$ cat config.mk
export PLATFORM = sky130hd
export DESIGN_NAME = dma_cond_load
export DESIGN_NICKNAME = d
export VERILOG_FILES = /design/src/rtl/dcl_pkg.sv /design/src/rtl/dcl_decode.sv /design/src/rtl/dcl_len_sel.sv /design/src/rtl/dcl_addr_step.sv /design/src/rtl/dcl_beat_sink.sv /design/src/rtl/dma_cond_load.sv
export SDC_FILE = /design/constraint.sdc
export NUM_CORES = 1
export LEC_CHECK = 0
export ABC_AREA = 1
export ABC_CLOCK_PERIOD_IN_PS = 3600
export BUFFER_PORTS_ARGS = -buffer_cell sky130_fd_sc_hd__buf_2
export CORE_ASPECT_RATIO = 0.6
export CORE_MARGIN = 8
export CORE_UTILIZATION = 49
export DETAILED_ROUTE_END_ITERATION = 16
export GPL_TIMING_DRIVEN = 1
export PLACE_DENSITY_LB_ADDON = 0.05
export RECOVER_POWER = 25
export SLEW_MARGIN = 0
export SYNTH_ARGS = -nofsm -noshare
export SYNTH_HDL_FRONTEND = slang
export SYNTH_SLANG_ARGS = --single-unit
$ cat constraint.sdc
create_clock -name clk -period 3.6 [get_ports clk]
set_clock_uncertainty 0.15 [all_clocks]
set_input_delay 0.54 -clock clk [delete_from_list [all_inputs] [get_ports clk]]
set_output_delay 0.54 -clock clk [all_outputs]
set_load 0.05 [all_outputs]
$ cat src/rtl/dcl_pkg.sv
package dcl_pkg;
  // Upper six opcode bits that identify a load.
  localparam logic [5:0] LOAD_OPC    = 6'b000001;
  localparam logic [1:0] BURST_FIXED = 2'b00;
  localparam logic [1:0] BURST_INCR  = 2'b01;

  typedef enum logic [1:0] {
    ST_IDLE,
    ST_ADDR,
    ST_DATA
  } dcl_state_e;

  typedef struct packed {
    logic is_load;
    logic cond;
    logic want_burst;
  } dcl_op_t;
endpackage

$ cat src/rtl/dcl_decode.sv
module dcl_decode
  import dcl_pkg::*;
(
  input  logic [7:0] op_byte,
  input  logic       req_is_burst,
  output logic       run,
  output logic       skip,
  output logic       single_form
);
  dcl_op_t f;

  always_comb begin
    f.is_load    = (op_byte[7:2] == LOAD_OPC);
    f.cond       = op_byte[0];
    f.want_burst = op_byte[1];
    // Conditional forms run only when their suffix matches the flag.
    run          = f.is_load && (!f.cond || (f.want_burst == req_is_burst));
    skip         = f.is_load && !run;
    single_form  = f.is_load && f.cond && !f.want_burst;
  end
endmodule

$ cat src/rtl/dcl_len_sel.sv
module dcl_len_sel #(
  parameter int BL_W  = 5,
  parameter int LEN_W = 4
) (
  input  logic             single_form,
  input  logic [BL_W-1:0]  burst_len,
  output logic [LEN_W-1:0] arlen
);
  localparam int              MAX_BEATS = 1 << LEN_W;
  localparam logic [BL_W-1:0] MAX_V     = BL_W'(MAX_BEATS);

  always_comb begin
    if (single_form) begin
      arlen = '0;
    end else if (burst_len == '0) begin
      arlen = '0;
    end else if (burst_len > MAX_V) begin
      arlen = LEN_W'(MAX_BEATS - 1);
    end else begin
      arlen = LEN_W'(burst_len - BL_W'(1));
    end
  end
endmodule

$ cat src/rtl/dcl_addr_step.sv
module dcl_addr_step #(
  parameter int AW    = 32,
  parameter int LEN_W = 4,
  parameter int SZ_W  = 3
) (
  input  logic [AW-1:0]    base,
  input  logic [LEN_W-1:0] arlen,
  input  logic [SZ_W-1:0]  size,
  output logic [AW-1:0]    next
);
  logic [AW-1:0] beats;
  logic [AW-1:0] step;

  always_comb begin
    beats = AW'(arlen) + AW'(1);
    step  = beats << size;
    next  = base + step;
  end
endmodule

$ cat src/rtl/dcl_beat_sink.sv
module dcl_beat_sink #(
  parameter int DW = 32,
  parameter int CW = 3
) (
  input  logic          active,
  input  logic          rvalid,
  input  logic          rlast,
  input  logic [DW-1:0] rdata,
  input  logic          fifo_full,
  input  logic [CW-1:0] tag,
  output logic          rready,
  output logic          fifo_wr,
  output logic [DW-1:0] fifo_wdata,
  output logic [CW-1:0] fifo_wtag,
  output logic          last_done
);
  always_comb begin
    rready     = active && !fifo_full;
    fifo_wr    = rvalid && rready;
    last_done  = fifo_wr && rlast;
    fifo_wdata = rdata;
    fifo_wtag  = tag;
  end
endmodule

$ cat src/rtl/dma_cond_load.sv
module dma_cond_load
  import dcl_pkg::*;
#(
  parameter int AW    = 32,
  parameter int DW    = 32,
  parameter int CW    = 3,
  parameter int BL_W  = 5,
  parameter int LEN_W = 4,
  parameter int SZ_W  = 3
) (
  input  logic             clk,
  input  logic             rst_n,
  input  logic             op_valid,
  output logic             op_ready,
  input  logic [7:0]       op_byte,
  input  logic             req_is_burst,
  input  logic [AW-1:0]    src_addr,
  input  logic             ctl_src_inc,
  input  logic [BL_W-1:0]  ctl_burst_len,
  input  logic [SZ_W-1:0]  ctl_size,
  input  logic [CW-1:0]    chan_id,
  output logic             arvalid,
  input  logic             arready,
  output logic [AW-1:0]    araddr,
  output logic [LEN_W-1:0] arlen,
  output logic [SZ_W-1:0]  arsize,
  output logic [1:0]       arburst,
  input  logic             rvalid,
  output logic             rready,
  input  logic [DW-1:0]    rdata,
  input  logic             rlast,
  output logic             fifo_wr,
  output logic [DW-1:0]    fifo_wdata,
  output logic [CW-1:0]    fifo_wtag,
  input  logic             fifo_full,
  output logic             pc_adv,
  output logic             addr_wr,
  output logic [AW-1:0]    addr_next,
  output logic             busy
);
  dcl_state_e       state_q;
  logic [AW-1:0]    araddr_q;
  logic [LEN_W-1:0] arlen_q;
  logic [SZ_W-1:0]  arsize_q;
  logic             inc_q;
  logic [CW-1:0]    chan_q;
  logic             pc_adv_q;
  logic             addr_wr_q;
  logic [AW-1:0]    addr_next_q;

  logic             accept;
  logic             run;
  logic             skip;
  logic             single_form;
  logic [LEN_W-1:0] len_sel;
  logic [AW-1:0]    step_next;
  logic             last_done;

  assign op_ready = (state_q == ST_IDLE);
  assign accept   = op_valid && op_ready;

  dcl_decode u_dec (
    .op_byte      (op_byte),
    .req_is_burst (req_is_burst),
    .run          (run),
    .skip         (skip),
    .single_form  (single_form)
  );

  dcl_len_sel #(.BL_W(BL_W), .LEN_W(LEN_W)) u_len (
    .single_form (single_form),
    .burst_len   (ctl_burst_len),
    .arlen       (len_sel)
  );

  dcl_addr_step #(.AW(AW), .LEN_W(LEN_W), .SZ_W(SZ_W)) u_step (
    .base  (araddr_q),
    .arlen (arlen_q),
    .size  (arsize_q),
    .next  (step_next)
  );

  dcl_beat_sink #(.DW(DW), .CW(CW)) u_sink (
    .active     (state_q == ST_DATA),
    .rvalid     (rvalid),
    .rlast      (rlast),
    .rdata      (rdata),
    .fifo_full  (fifo_full),
    .tag        (chan_q),
    .rready     (rready),
    .fifo_wr    (fifo_wr),
    .fifo_wdata (fifo_wdata),
    .fifo_wtag  (fifo_wtag),
    .last_done  (last_done)
  );

  always_ff @(posedge clk) begin
    if (!rst_n) begin
      state_q     <= ST_IDLE;
      araddr_q    <= '0;
      arlen_q     <= '0;
      arsize_q    <= '0;
      inc_q       <= 1'b0;
      chan_q      <= '0;
      pc_adv_q    <= 1'b0;
      addr_wr_q   <= 1'b0;
      addr_next_q <= '0;
    end else begin
      pc_adv_q  <= (accept && skip) || last_done;
      addr_wr_q <= last_done && inc_q;
      if (last_done) begin
        addr_next_q <= step_next;
      end
      unique case (state_q)
        ST_IDLE: begin
          if (accept && run) begin
            araddr_q <= src_addr;
            arlen_q  <= len_sel;
            arsize_q <= ctl_size;
            inc_q    <= ctl_src_inc;
            chan_q   <= chan_id;
            state_q  <= ST_ADDR;
          end
        end
        ST_ADDR: begin
          if (arready) begin
            state_q <= ST_DATA;
          end
        end
        ST_DATA: begin
          if (last_done) begin
            state_q <= ST_IDLE;
          end
        end
        default: state_q <= ST_IDLE;
      endcase
    end
  end

  assign arvalid   = (state_q == ST_ADDR);
  assign araddr    = araddr_q;
  assign arlen     = arlen_q;
  assign arsize    = arsize_q;
  assign arburst   = inc_q ? BURST_INCR : BURST_FIXED;
  assign pc_adv    = pc_adv_q;
  assign addr_wr   = addr_wr_q;
  assign addr_next = addr_next_q;
  assign busy      = (state_q != ST_IDLE);
endmodule

==> flow_summary.yaml, run 1 <==
detailed_routing:
  vias: 5253
  wl_um: 16200
  drt_iter0_drc: 405
  dr.pass1.iters: 5
  drc: 0
  antenna_left: 0
  wl_per_cell_um: 16.0
  viasPerCell: 5.20
setup_path:
  critPathArrivalTime_ps: 3270
  critical_path.max_stage_delay_ps: 420
  critPathRequiredTime_ps: 3700
  critical_path_class: "reg -> reg"
  slowest_stage: "dfxtp_1"
  start_kind: "flip-flop"
  timing.critical_path.cells: "ha_1 -> o21ai_0 -> nand2_1 -> o21ai_0 -> o21ai_0 -> ha_1 -> nand2_1 -> inv_1 -> a21oi_1 -> nand3_1 -> nand2_1 -> nand2_1 -> nand2_1 -> nand3_1 -> nand2_1 -> inv_1"
  crit_top_cell: "nand2_1"
  cp-end-kind: "flip-flop"
  crit_fanout: 6
power:
  netSwitchingPower_uw: 478
  p_per_area_nw_per_um2: 323
  cellLeakagePower_uw: 0.00297
  internal_power_uw: 1400
  p_seq_share_pct: 47.0
  peakVddDrop_mv: 0.215
  sw_frac_of_total_pct: 25.5
  power_frac_comb_pct: 5.8
  clockPowerShare_pct: 47.2
synthesis:
  synth_area_leaders: "dfxtp_1, nand2_1, inv_1, nand3_1, buf_4"
  synthArstFlopShare_pct: 0
  yosys.area.top_type: "dfxtp_1"
  ys_warn_count: 0
  synth-seq-area-share_pct: 31.2
  syn_area_per_cell_um2: 6.55
  synth.distinct_cells: 37
  synth_edf_count: 0
  syn-cell-area_um2: 5060
  synth_ff_type: "dfxtp_1"
  synthTopCellsByCount: "nand2_1, inv_1, dfxtp_1"
  syn_inst: 773
  yosysMostFrequentCell: "nand2_1"
  syn_nets: 880
  synth_top_area_share_pct: 31.2
  ys_ff_latch: 79
sta:
  relSlewSlack_pct: 47.7
  hold_violations: 0
  maxSlewViolCount: 0
  fin_crit_ps: 3170
  finalSetupTns_ps: 0
  setup_viol_count_final: 0
  finalWorstSetupSlack_ps: 426
  worst_pin_slew_ps: 783
  hold_ws_ps: 297
  min_period_over_period_pct: 88.2
  clock.fmax_ghz: 0.315
  rsz0062_at_grt: "no"
die:
  die_height_um: 94.7
  die_area_um2: 13900
  ioPinCount: 207
  coreArea_um2: 9950
  initial_core_util_pct: 50.9
  dieWidth_um: 147
  fp-row-count: 28
placed_design:
  port_buffers: 141
  dpl-instance-area_um2: 5550
  dpl.hpwl_um: 13000
  post-place-ws_ps: 503
  place.gp.congestion: 0.909
global_route:
  grt_max_degree: 44
  grt_util_all_layers_pct: 22.9
  first_global_vias: 4971
  grt_antenna_before_repair: 0
  grt_overflow_total: 0
  grt_pass1_wl_um: 25700
finish:
  design_area_um2: 5820
  drive_above_1_share_pct: 18.6
  area_growth_pct: 15.0
  fin_util_pct: 58.5
  layout.nets: 976
worst_hold_path:
  min-delay-path-class: "reg -> reg"
cts:
  insertion_delay_ps: 340
  htreeDepth: 3
  cts_tree: "done"
  postCtsSetupBuffers: 0
  postCtsHoldBufs: 0
  root_buffer: "clkbuf_16"
  cts_buffer_depth: 2
  cts.clk_slew.worst_paths_ps: 70
  numCtsBuffers: 9
  clock_sinks: 79
  post_cts_resized: 0
job:
  cap_violations: 0
run_status:
  status: "complete, no violations"
logic make-up after synthesis:
kind of cell,after synthesis,synth area share [%]
adders and majority gates,15,3.86
muxes,1,0.198
AOI/OAI and AO/OA,150,16.3
buffers and inverters,185,18.1
other,1,0.0741
DFF,79,31.2
and+or+nand+nor,330,28.2
xor gates and xnor gates,12,2.08
routing by layer:
layer / vias up / track usage [%] / wire length (um)
li1: 2630 / - / -
met1: 2404 / 32.6 / 7840
met2: 186 / 33.3 / 6490
met3: 33 / 6.40 / 1630
met4: 0 / 5.65 / 249
met5: - / 0 / 0
sequential cells by signal, summed over array words and instances, names as in the netlist:
name and flops:
addr_wr 1, inc_q 1, araddr 32, pc_adv 1, addr_next 32, chan_q 3, state_q 2, arlen 4
arsize 3
placed cells by master, fill, tap and decap left out, drive strengths merged:
master      n
clkinvlp    1
inv       129
o21a       22
nand3b      1
conb        1
and2        1
diode       1
a21oi      60
nor3b       1
fa          1
nand4      10
buf       128
xor2       10
xnor2       2
o211ai      1
nand2     185
clkinv      3
o21ai      61
ha         14
dfxtp      79
nor2       51
or2         1
nor3       13
nand3      64
and3        3
o21bai      6
clkbuf     25
mux2i       1
per-stage QoR:
stage	std cells	power (uW)
after floorplan	773	1060
after global placement	993	1010
after detailed placement	993	1010
after CTS	1009	1900
after global routing	1009	1940
final	1010	1880
area by class of cell:
class	instances	area, um^2
fill	1021	4130
antenna	1	2.50
clock inverter	7	62.6
inverter	126	473
multi-input combinational	509	2570
sequential	79	1580
clock buffer	9	225
tap	135	169
timing repair buffer	144	733
power groups by stage:
| stage | Combinational (uW) | Sequential (uW) | Clock, uW |
|---|---|---|---|
| 6_report | 109 | 882 | 887 |
| 2_1_floorplan | 145 | 913 | 0 |
| 3_5_place_dp | 109 | 902 | 0 |
| 4_1_cts | 109 | 882 | 904 |
| 5_1_grt | 120 | 882 | 940 |
| 3_3_place_gp | 106 | 902 | 0 |
worst max-delay path, delay by kind of cell, from the launching register on:
kind | cells | cell delay (ps)
and+or+nand+nor | 8 | 940
AOI/OAI and AO/OA | 4 | 810
adders and majority gates | 2 | 630
DFF | 1 | 420
buffers and inverters | 2 | 120
worst paths after layout:
kind | startpoint | endpoint | slack [ps] | depth (start not counted)
worst max-delay path | arlen[0] | addr_next[25] | 430 | 16
worst min-delay path | chan_q[1] | chan_q[1] | 300 | 2
worst min register to register | chan_q[1] | chan_q[1] | 300 | 2
worst max register to register | arlen[0] | addr_next[25] | 430 | 16
Power figures use the tool's default switching activity.
==> inputs of run 2 (changes only) <==
MAX_ROUTING_LAYER = met4   (was not set)
RECOVER_POWER = 100   (was 25)
==> run 2 against run 1 <==
  * Final area fell by 0.97%
  * Utilization down 0.57 points
  * Worst setup slack better by 20 ps
  * First-iteration DRC count increased by 3.7%
  * The flow now finishes with violations (capacitance limit, slew limit)
  * Register-to-register slack improved by 20 ps
  * Count of clock-buffer cells in the layout is the same
  * Critical endpoint is now addr_next[15]
  * Maximum frequency rose by 0.62%
  * Sequential cell count stayed put
  * Largest cell class unchanged
  * Cell count unchanged
  * Sequential power barely moved
  * Combinational power is essentially flat
==> flow_summary.yaml, run 2 (same netlist as run 1, synthesis figures left out) <==
finish:
  stdcell_count: 1010
  fin_util_pct: 57.9
  design_area_um2: 5760
  area_growth_pct: 13.8
  drive_above_1_share_pct: 10.3
  final_common_cell: "nand2_1"
  layout.nets: 977
  final_cell_mix: "nand2_1, inv_1, clkbuf_1"
  antenna_cells: 0
placed_design:
  port_buffers: 141
  place.gp.congestion: 0.939
  dp.cells: 994
  dpl-instance-area_um2: 5560
  dpl.hpwl_um: 13100
cts:
  insertion_delay_ps: 340
  postCtsHoldBufs: 0
  htreeDepth: 3
  cts_buffer_depth: 2
  cts_tree: "done"
  clock_sinks: 79
  post_cts_resized: 0
  cts.clk_slew.worst_paths_ps: 60
  root_buffer: "clkbuf_16"
  postCtsSetupBuffers: 0
  numCtsBuffers: 9
setup_path:
  crit_top_cell: "nand2_1"
  slowest_stage: "dfxtp_1"
  crit_fanout: 6
  critical_path_class: "reg -> reg"
  timing.critical_path.cells: "ha_1 -> nand2_1 -> nor2_1 -> inv_1 -> nor2_1 -> inv_1 -> nand2_1 -> o21ai_0 -> o21ai_0 -> ha_1 -> nand2_1 -> inv_1 -> a21oi_1 -> nand2_1 -> nand2_1 -> nand2_1 -> xor2_1 -> nand2_1 -> nand2_1 -> inv_1"
  cp_top_family: "simple AND/OR/NAND/NOR gates"
  cp-end-kind: "flip-flop"
  critPathArrivalTime_ps: 3250
  start_kind: "flip-flop"
  critPathRequiredTime_ps: 3690
  critical_path.max_stage_delay_ps: 430
  cp_num_buf_inv: 4
die:
  ioPinCount: 207
  die_area_um2: 13900
  dieWidth_um: 147
  initial_core_util_pct: 50.9
  fp-row-count: 28
  coreArea_um2: 9950
  die_height_um: 94.7
global_route:
  first_global_vias: 5050
  grt_overflow_total: 0
  grt_util_all_layers_pct: 23.6
  grt_max_degree: 44
  grt_antenna_before_repair: 0
  grt_pass1_wl_um: 25600
detailed_routing:
  wl_per_cell_um: 16.1
  dr.pass1.iters: 6
  wl_um: 16200
  viasPerCell: 5.18
  vias: 5236
  drc: 0
  drt_iter0_drc: 420
  antenna_left: 0
sta:
  worst_pin_slew_ps: 1510
  min_period_over_period_pct: 87.6
  fin_crit_ps: 3150
  rsz0062_at_grt: "no"
  maxSlewViolCount: 42
  relSlewSlack_pct: -1.08
  clock.fmax_ghz: 0.317
  setup_viol_count_final: 0
  hold_violations: 0
  finalSetupTns_ps: 0
worst_hold_path:
  min-delay-path-class: "in -> reg"
power:
  cellLeakagePower_uw: 0.00271
  peakVddDrop_mv: 0.250
  p_per_area_nw_per_um2: 357
run_status:
  status: "finished, violations left"
  failed_checks: "capacitance limit, slew limit"
job:
  cap_violations: 1
run 2: per-stage QoR:
step                      total power [uW]  hold WS [ps]  setup WS [ps]
final                                 2060           290            446
after global routing                  2110           316           99.3
after CTS                             2080           283            512
after detailed placement              1010           295            516
after global placement                1010           279            544
after floorplan                       1060           289            640
run 2: where the power goes:
part	total, uW	switching [uW]	internal [uW]	leakage, uW
Combinational	108	67.1	40.5	0.00191
Sequential	883	4.78	878	0.000636
Clock	1070	386	680	0.000166
Total	2060	458	1600	0.00271
run 2: worst register-to-register path: stages, from the launching register on:
cell,delay [ps]
dfxtp_1,430
ha_1,210
nand2_1,60
nor2_1,80
inv_1,60
nor2_1,150
inv_1,80
nand2_1,50
o21ai_0,120
o21ai_0,180
ha_1,310
nand2_1,160
inv_1,70
a21oi_1,140
nand2_1,140
nand2_1,90
nand2_1,100
xor2_1,260
nand2_1,90
nand2_1,80
inv_1,30
run 2: per-layer routing:
| layer | track usage [%] | vias to the layer above | share of wire, % |
|---|---|---|---|
| met1 | 32.1 | 2383 | 48 |
| met3 | 7.12 | 37 | 10 |
| met5 | - | - | 0 |
| li1 | - | 2623 | - |
| met4 | 6.16 | 0 | 1.6 |
| met2 | 33.3 | 193 | 41 |
run 2: final timing paths:
path                  start  depth (start not counted)             to  slack (ps)
setup / recovery   arlen[0]                         20  addr_next[15]         450
hold / removal      arready                          3     state_q[1]         290
setup reg to reg   arlen[0]                         20  addr_next[15]         450
hold reg to reg   chan_q[0]                          2      chan_q[0]         300
run 2: area by class of cell:
class                   count  area, um^2
fillers                  1056        4190
multi-input cells         509        2550
flip-flops and latches     79        1580
repair buffers            145         643
inverters                 126         473
clock buffers               9         225
well taps                 135         169
clock inverters             7         120
